### config.mk
export PLATFORM = sky130hd
export DESIGN_NAME = cp0_timer_unit
export DESIGN_NICKNAME = d
export VERILOG_FILES = /design/src/rtl/cp0t_pkg.sv /design/src/rtl/cp0t_count_match.sv /design/src/rtl/cp0t_rand_index.sv /design/src/rtl/cp0t_cause.sv /design/src/rtl/cp0_timer_unit.sv
export SDC_FILE = /design/constraint.sdc
export NUM_CORES = 1
export LEC_CHECK = 0
export ABC_CLOCK_PERIOD_IN_PS = 8800
export BUFFER_PORTS_ARGS = -buffer_cell sky130_fd_sc_hd__buf_2
export CAP_MARGIN = 20
export CORE_MARGIN = 5
export CORE_UTILIZATION = 35
export DETAILED_ROUTE_END_ITERATION = 16
export PLACE_DENSITY = 0.54
export RECOVER_POWER = 50
export SLEW_MARGIN = 20
export SYNTH_ARGS = -nofsm -noshare
export SYNTH_HDL_FRONTEND = slang
export SYNTH_SLANG_ARGS = --single-unit
### constraint.sdc
create_clock -name clk -period 8.8 [get_ports clk]
set_clock_uncertainty 0.15 [all_clocks]
set_input_delay 0.44 -clock clk [delete_from_list [all_inputs] [get_ports clk]]
set_output_delay 0.44 -clock clk [all_outputs]
set_load 0.05 [all_outputs]
### src/rtl/cp0t_pkg.sv
package cp0t_pkg;
   typedef enum logic [2:0] {
      SEL_COUNT   = 3'd0,
      SEL_COMPARE = 3'd1,
      SEL_CAUSE   = 3'd2,
      SEL_WIRED   = 3'd3,
      SEL_RANDOM  = 3'd4
   } rd_sel_e;

   localparam int unsigned TIMER_BIT = 15;
   localparam int unsigned EXT_BIT   = 10;
endpackage

### src/rtl/cp0t_count_match.sv
module cp0t_count_match #(
   parameter int CNT_W = 32
) (
   input  logic             clk,
   input  logic             rst_n,
   input  logic             tick_en,
   input  logic             wr_count,
   input  logic             wr_compare,
   input  logic [CNT_W-1:0] wdata,
   output logic [CNT_W-1:0] count_q,
   output logic [CNT_W-1:0] compare_q,
   output logic             timer_pend
);
   localparam logic [CNT_W-1:0] CNT_ONE = CNT_W'(1);

   if (CNT_W < 2) begin : g_bad_width
      $error("cp0t_count_match: CNT_W must be at least 2");
   end

   logic [CNT_W-1:0] count_d;
   logic             hit;

   always_comb begin
      if (wr_count)     count_d = wdata;
      else if (tick_en) count_d = count_q + CNT_ONE;
      else              count_d = count_q;
   end

   assign hit = (count_d != count_q) && (count_d == compare_q);

   always_ff @(posedge clk) begin
      if (!rst_n) begin
         count_q    <= CNT_ONE;
         compare_q  <= '0;
         timer_pend <= 1'b0;
      end else begin
         count_q <= count_d;
         if (wr_compare) compare_q <= wdata;
         if (wr_compare)  timer_pend <= 1'b0;
         else if (hit)    timer_pend <= 1'b1;
      end
   end

   assert_cmp_write_clears_R5: assert property (@(posedge clk) disable iff (!rst_n)
      wr_compare |=> !timer_pend);

   assert_count_holds_R2: assert property (@(posedge clk) disable iff (!rst_n)
      (!tick_en && !wr_count) |=> $stable(count_q));

   assert_no_stationary_set_R4: assert property (@(posedge clk) disable iff (!rst_n)
      (!timer_pend && !tick_en && !wr_count) |=> !timer_pend);

   assert_compare_kept_R3: assert property (@(posedge clk) disable iff (!rst_n)
      !wr_compare |=> $stable(compare_q));
endmodule

### src/rtl/cp0t_rand_index.sv
module cp0t_rand_index #(
   parameter int ENTRIES = 48,
   parameter int IN_W    = 32,
   parameter int IDX_W   = $clog2(ENTRIES)
) (
   input  logic             clk,
   input  logic             rst_n,
   input  logic             wr_wired,
   input  logic [IN_W-1:0]  wdata,
   output logic [IDX_W-1:0] wired_q,
   output logic [IDX_W-1:0] random_q
);
   localparam logic [IDX_W-1:0] TOP_IDX = IDX_W'(ENTRIES - 1);

   if (ENTRIES < 2) begin : g_bad_entries
      $error("cp0t_rand_index: ENTRIES must be at least 2");
   end
   if (IN_W < IDX_W) begin : g_bad_in_w
      $error("cp0t_rand_index: IN_W narrower than the index");
   end

   logic [IDX_W-1:0] wired_in;

   assign wired_in = (wdata > IN_W'(ENTRIES - 1)) ? TOP_IDX : wdata[IDX_W-1:0];

   always_ff @(posedge clk) begin
      if (!rst_n) begin
         wired_q  <= '0;
         random_q <= TOP_IDX;
      end else begin
         if (wr_wired) wired_q <= wired_in;
         if (wr_wired || (random_q <= wired_q)) random_q <= TOP_IDX;
         else                                    random_q <= random_q - IDX_W'(1);
      end
   end

   assert_in_range_R8: assert property (@(posedge clk) disable iff (!rst_n)
      (random_q >= wired_q) && (random_q <= TOP_IDX));

   assert_reload_on_wired_R9: assert property (@(posedge clk) disable iff (!rst_n)
      wr_wired |=> (random_q == TOP_IDX));
endmodule

### src/rtl/cp0t_cause.sv
module cp0t_cause
   import cp0t_pkg::*;
#(
   parameter int DATA_W  = 32,
   parameter bit EXT_REG = 1'b1
) (
   input  logic              clk,
   input  logic              rst_n,
   input  logic              ext_irq,
   input  logic              timer_pend,
   output logic [DATA_W-1:0] cause,
   output logic              hw_irq
);
   if (DATA_W <= TIMER_BIT) begin : g_bad_data_w
      $error("cp0t_cause: DATA_W too narrow for the timer bit");
   end

   logic ext_q;

   if (EXT_REG) begin : g_ext_reg
      always_ff @(posedge clk) begin
         if (!rst_n) ext_q <= 1'b0;
         else        ext_q <= ext_irq;
      end

      assert_ext_follows_R6: assert property (@(posedge clk) disable iff (!rst_n)
         ext_irq |=> cause[EXT_BIT]);
      assert_ext_drops_R6: assert property (@(posedge clk) disable iff (!rst_n)
         !ext_irq |=> !cause[EXT_BIT]);
   end else begin : g_ext_comb
      assign ext_q = ext_irq;
   end

   always_comb begin
      cause            = '0;
      cause[TIMER_BIT] = timer_pend;
      cause[EXT_BIT]   = ext_q;
   end

   assign hw_irq = timer_pend | ext_q;
endmodule

### src/rtl/cp0_timer_unit.sv
module cp0_timer_unit
   import cp0t_pkg::*;
#(
   parameter int DATA_W      = 32,
   parameter int CNT_W       = 32,
   parameter int TLB_ENTRIES = 48,
   parameter bit EXT_REG     = 1'b1
) (
   input  logic              clk,
   input  logic              rst_n,
   input  logic              tick_en,
   input  logic              ext_irq,
   input  logic              wr_count,
   input  logic              wr_compare,
   input  logic              wr_wired,
   input  logic [DATA_W-1:0] wdata,
   input  logic [2:0]        rd_sel,
   output logic [DATA_W-1:0] rdata,
   output logic              hw_irq
);
   localparam int IDX_W = $clog2(TLB_ENTRIES);

   if (CNT_W > DATA_W) begin : g_bad_cnt_w
      $error("cp0_timer_unit: CNT_W exceeds DATA_W");
   end
   if (IDX_W > DATA_W) begin : g_bad_idx_w
      $error("cp0_timer_unit: index wider than DATA_W");
   end

   logic [CNT_W-1:0]  count_q;
   logic [CNT_W-1:0]  compare_q;
   logic              timer_pend;
   logic [IDX_W-1:0]  wired_q;
   logic [IDX_W-1:0]  random_q;
   logic [DATA_W-1:0] cause;

   cp0t_count_match #(.CNT_W(CNT_W)) i_count (
      .clk        (clk),
      .rst_n      (rst_n),
      .tick_en    (tick_en),
      .wr_count   (wr_count),
      .wr_compare (wr_compare),
      .wdata      (wdata[CNT_W-1:0]),
      .count_q    (count_q),
      .compare_q  (compare_q),
      .timer_pend (timer_pend)
   );

   cp0t_rand_index #(.ENTRIES(TLB_ENTRIES), .IN_W(DATA_W), .IDX_W(IDX_W)) i_rand (
      .clk      (clk),
      .rst_n    (rst_n),
      .wr_wired (wr_wired),
      .wdata    (wdata),
      .wired_q  (wired_q),
      .random_q (random_q)
   );

   cp0t_cause #(.DATA_W(DATA_W), .EXT_REG(EXT_REG)) i_cause (
      .clk        (clk),
      .rst_n      (rst_n),
      .ext_irq    (ext_irq),
      .timer_pend (timer_pend),
      .cause      (cause),
      .hw_irq     (hw_irq)
   );

   always_comb begin
      case (rd_sel_e'(rd_sel))
         SEL_COUNT:   rdata = DATA_W'(count_q);
         SEL_COMPARE: rdata = DATA_W'(compare_q);
         SEL_CAUSE:   rdata = cause;
         SEL_WIRED:   rdata = DATA_W'(wired_q);
         SEL_RANDOM:  rdata = DATA_W'(random_q);
         default:     rdata = '0;
      endcase
   end

   assert_irq_has_cause_R7: assert property (@(posedge clk) disable iff (!rst_n)
      hw_irq |-> (cause[TIMER_BIT] || cause[EXT_BIT]));
endmodule

==> out/summary.txt, run 1 <==
Max IR drop VDD: 98.2 uV
Clk slew on worst S/H paths: 60 ps
Status: finished with violations
Synthesized flop and latch total: 78
Synthesized instance count: 762
Place WS: 5150 ps
CP Class: input port to register
Clk_lat worst skew: 360 ps
Fin Setup TNS: 0 ps
Routability cong.: 0.954
Setup bufs post-CTS: 0
Worst EP arrival: 5660 ps
Unrepaired setup endpoints after global routing: no
Synth Cell Area: 6050 um^2
Final-report max-slew violation count: 124
Minimum clock period: 5510 ps
Worst hold path cell count: 2
Syn. warnings: 0
Pin count of the biggest net entering global routing: 65
Reg2Reg Depth: 8
Clk root buf: clkbuf_16
H-tree levels: 3
Critical Path Source Type: input port
Dpl cells: 1003
Fraction of registers with async set/reset: 0%
Hpwl dp: 17.3 mm
Wire per inst: 23.0 um
CTS tree: yes
DRC Markers: 0
Die area: 20000 um^2
Period utilization: 62.6%
Violations in the final reports: capacitance limit, slew limit
Hold path start: ext_irq
Synth unique cells: 78
CP Max Fanout: 64
Worst EP required: 8960 ps
IO Pins: 75
WHS Endpoint: i_cause.ext_q
Worst slew pin tran: 2900 ps
Clock buffer depth: 2
Register area share after synthesis: 25.8%
Mapped Avg Cell Area: 7.94 um^2
Overflow after GRT: 0
EDFF count, synth: 0
ANT cells: 0
Crit. End Element: register
Setup WS post-layout: 3290 ps
Max_cap viols: 2
Main synth FF type: dfxtp_1
Share of cells above drive strength 1: 15.4%
Source of the worst register-to-register timing path: i_count.count_q[1]
R2R Setup Slk: 5140 ps
CTS Buf Count: 9
Syn nets: 812
Reg-to-reg endpoint: i_count.timer_pend
Endpoints failing setup: 0
Vert. Die Dim: 141 um
Top-area cell type share of the netlist area: 25.8%
Final Hold Fails: 0
Num rows: 48
DR vias/cell: 5.97
Port bufs: 74
Wirelength, routed: 23.4 mm
Vias in the first global route: 5794
Router iterations before antenna repair: 7
Die Width: 141 um
Core area: 17100 um^2
Area growth from synthesis to layout: 12.8%
Tot GR Track Use: 23.4%
Via count: 6084
Synth area leader: dfxtp_1
Fmax: 182 MHz
Hold buffer count at CTS: 0
Clock sink total: 78
Worst relative slew slack: -93.0%
Leak Pwr: 2.66 nW
Final net count: 839
Initial Util: 35.3%
Cts repair resizes: 0
Hold Path Class: input port to register
First-pass GRT wire length: 36.2 mm
Initial antenna violation count: 0
Final ANT Viol Nets: 0
1st-iter DRT viols: 589
Non-Filler Instances: 1019
Pwr/cell area: 161 nW/um^2
Top post-synthesis cells by area: dfxtp_1 26%, xnor2_1 7.4%, mux2i_1 6.6%
power by group:
group / internal (mW) / switching (mW) / leakage [nW]
clock network: 0.278 / 0.169 / 0.158
logic: 0.0872 / 0.141 / 1.85
registers: 0.374 / 0.0456 / 0.645
total: 0.740 / 0.355 / 2.66
cell usage in the layout (no fill, tap or decap), drive strengths merged, types with 4 or more instances in the layout:
master and n:
o211ai 4, and2 4, a31oi 8, o21ai 12
a222oi 4, xnor2 51, a31o 4, or4 7
dfxtp 78, a22oi 15, o31ai 4, nand4 30
nor2b 8, nor4 20, a221oi 4, a211oi 13
o22ai 6, a21oi 17, nor3 26, buf 76
o2111ai 7, nor2 87, nand2b 13, mux2i 40
and3 5, ha 8, o221a 5, a22o 24
nand2 41, and4 9, inv 41, xor2 21
nand3 20, o211a 4, clkbuf 14
state kept, by name, indices dropped and copies added (netlist names):
| name | count |
|---|---|
| i_count.compare_q | 32 |
| i_rand.wired_q | 6 |
| i_cause.ext_q | 1 |
| i_rand.random_q | 6 |
| i_count.timer_pend | 1 |
| i_count.count_q | 32 |
through the flow:
step	utilization [%]	area, um^2	power, mW	hold slack, ps
after floorplan	-	6050	0.569	235
after global placement	37.9	6480	0.652	259
after detailed placement	37.9	6480	0.650	259
after CTS	39.9	6830	1.09	139
after global routing	39.8	6820	1.14	164
final	39.8	6820	1.10	143
worst max-delay path by stage:
| stage | start | to | slack, ps |
|---|---|---|---|
| CTS | i_count.count_q[1] | i_count.timer_pend | 5170 |
| detailed placement | wr_count | i_count.timer_pend | 5150 |
| global route | wr_count | i_count.timer_pend | 2840 |
| global placement | wr_count | i_count.timer_pend | 5220 |
| finish | wr_count | i_count.timer_pend | 3290 |
| floorplan | tick_en | i_count.timer_pend | 5950 |
critical path, cell delays in order:
cell and delay [ps]:
buf_2 80, clkbuf_1 1980, inv_1 980, buf_4 560, o31a_1 160, a221oi_1 310, or4_1 180, o32ai_1 70
a2111o_1 400, a2111oi_2 340, a21o_1 110
metal layers:
layer | track usage (%) | vias to the layer above | routed length (um)
met2 | 34.0 | 222 | 10200
met3 | 4.38 | 47 | 1570
met4 | 8.74 | 0 | 689
li1 | - | 2860 | -
met1 | 34.2 | 2955 | 11000
met5 | 0 | - | 0
synthesized netlist by cell type (all sizes together), types with 5 or more instances:
library cell,n
a211oi,13
a21oi,17
a22o,24
a22oi,15
a31oi,8
and3,5
and4,9
buf,34
clkbuf,31
dfxtp,78
ha,8
inv,41
mux2i,40
nand2,41
nand2b,13
nand3,20
nand4,30
nor2,87
nor2b,8
nor3,26
nor4,20
o2111ai,7
o21ai,12
o221a,5
o22ai,6
or4,7
xnor2,51
xor2,21
cell families (layout without fill, tap and decap cells):
| family | after synthesis | in the layout | synth area share, % |
|---|---|---|---|
| compound gates | 166 | 166 | 21.5 |
| xor+xnor | 73 | 73 | 10.8 |
| fa+ha+maj | 8 | 8 | 1.66 |
| buf+inv | 106 | 138 | 7.24 |
| flops | 78 | 78 | 25.8 |
| mux | 43 | 43 | 7.18 |
| simple gates | 288 | 288 | 25.9 |
layout make-up:
type	count	area, um^2
tap	225	282
fill	1842	10300
sequential	78	1560
multi-input combinational	578	4070
clock buffer	9	225
timing repair buffer	81	412
clock inverter	7	121
inverter	41	154
Power figures use the tool's default switching activity.
==> inputs of run 2 (changes only) <==
ABC_CLOCK_PERIOD_IN_PS = 5600   (was 8800)
clock period = 5.6 ns   (was 8.8 ns; I/O delays follow)
==> out/summary.txt, run 2 (synthesis results as in run 1) <==
Violations in the final reports: capacitance limit, slew limit
Final-report max-slew violation count: 105
CP Max Fanout: 58
Critical Path Source Type: input port
Vias in the first global route: 5715
Leak Pwr: 2.63 nW
Max_cap viols: 2
Most frequent cells in the layout: 87 x nor2_1, 78 x dfxtp_1, 66 x buf_2
CTS Buf Count: 9
Clk_lat worst skew: 350 ps
Endpoints failing setup: 0
Clock sink total: 78
Routability cong.: 0.953
ANT cells: 0
Final net count: 842
Placed instance area: 6490 um^2
Initial Util: 35.3%
Via count: 6082
Max IR drop VDD: 145 uV
Clock buffer depth: 2
Wirelength, routed: 23.1 mm
Num rows: 48
Initial antenna violation count: 0
1st-iter DRT viols: 668
Setup bufs post-CTS: 0
Worst slew pin tran: 2980 ps
Fin Setup TNS: 0 ps
Crit-path cells: clkbuf_1 > clkinv_1 > clkbuf_1 > nor2_1 > nand3_1 > nor4_1 > nand4_1 > a2111oi_2 > a21o_1
Slowest CP cell: clkbuf_1
Crit. End Element: register
Final Hold Fails: 0
# fillers: 1809
CP Launch Point: rst_n
DRC Markers: 0
Share of cells above drive strength 1: 14.3%
Wire per inst: 22.7 um
Area growth from synthesis to layout: 12.0%
Worst hold slack: 81.0 ps
IO Pins: 75
Reg2Reg Depth: 9
CTS tree: yes
Pwr/cell area: 243 nW/um^2
Worst EP required: 5750 ps
Source of the worst register-to-register timing path: i_count.count_q[1]
Period utilization: 73.9%
CP bufs+invs: 3
Die area: 20000 um^2
Final instance area: 6780 um^2
H-tree levels: 3
CP Class: input port to register
Worst hold path cell count: 3
Worst relative slew slack: -99.0%
Worst EP arrival: 4290 ps
Clk root buf: clkbuf_16
Clk slew on worst S/H paths: 60 ps
Total power: 1.65 mW
Place WS: 1960 ps
Unrepaired setup endpoints after global routing: no
Minimum clock period: 4140 ps
First-pass GRT wire length: 34.8 mm
DR vias/cell: 5.96
Non-Filler Instances: 1021
Hpwl dp: 17.2 mm
Setup WS post-layout: 1460 ps
Port bufs: 74
Overflow after GRT: 0
Hold Path Class: input port to register
Die Width: 141 um
CP top delay family: buffers and inverters
Cell count along the critical path: 9
Status: finished with violations
Router iterations before antenna repair: 6
Max incr delay on CP: 1130 ps
Fmax: 242 MHz
Top flop regs: i_count.compare_q (32), i_count.count_q (32)
Vert. Die Dim: 141 um
Final ANT Viol Nets: 0
Core area: 17100 um^2
Dpl cells: 1004
Tot GR Track Use: 22.6%
Pin count of the biggest net entering global routing: 59
Hold path start: wdata[4]
Most common cell after layout, fill and taps aside: nor2_1
Critical path's most frequent cell: clkbuf_1
Final core utilization: 39.6%
==> run 2: changes by cell type in the layout (fill, tap and decap cells not counted) <==
cell,delta
clkbuf_1,+8
buf_2,-5
clkinvlp_4,-2
buf_4,+1
bufinv_16,-1
clkinv_2,+1
dlygate4sd3_1,+1
inv_6,-1
nor3_2,+1
nor3_4,-1
nor3b_1,+1
nor3b_4,-1
==> run 2: layout make-up <==
| class | count | area [um^2] | share of cell area (%) |
|---|---|---|---|
| clock buffers | 11 | 233 | 3.43 |
| clock inverters | 4 | 72.6 | 1.07 |
| inverters | 41 | 154 | 2.27 |
| multi-input cells | 578 | 4050 | 59.7 |
| flip-flops and latches | 78 | 1560 | 23.0 |
| well taps | 225 | 282 | 4.15 |
| repair buffers | 84 | 427 | 6.30 |
==> run 2: worst paths after layout <==
path / slack, ps / endpoint
setup / recovery: 1460 / i_count.timer_pend
hold / removal: 80 / i_count.compare_q[4]
setup reg to reg: 1890 / i_count.timer_pend
hold reg to reg: 280 / i_rand.random_q[0]
==> run 2: what timing repair did <==
action                                 in CTS  in global routing
endpoints found under the hold margin       1                  0
setup endpoints to repair                   0                  0
gates resized for setup                     0                  0
hold buffers                                1                  0
==> run 2: layer usage <==
layer  up-vias  track usage, %  wire length [um]  share of wire, %
met5         -               0                 0                 0
met4         0            7.88               750               3.2
met3        43            4.35              1790               7.7
met2       290            33.7              9830                42
met1      2871            32.5             10800                47
li1       2878               -                 -                 -
==> run 2: worst min-delay path: cells and delay by family <==
kind                   cells  cell delay, ps
AND/OR/NAND/NOR            1              70
multiplexers               1              70
buffers and inverters      1             120
==> run 2: report_power, final <==
| part | internal [mW] | switching, mW | leakage (nW) |
|---|---|---|---|
| Combinational | 0.137 | 0.222 | 1.84 |
| Sequential | 0.589 | 0.0707 | 0.645 |
| Clock | 0.388 | 0.240 | 0.146 |
| Total | 1.11 | 0.532 | 2.63 |
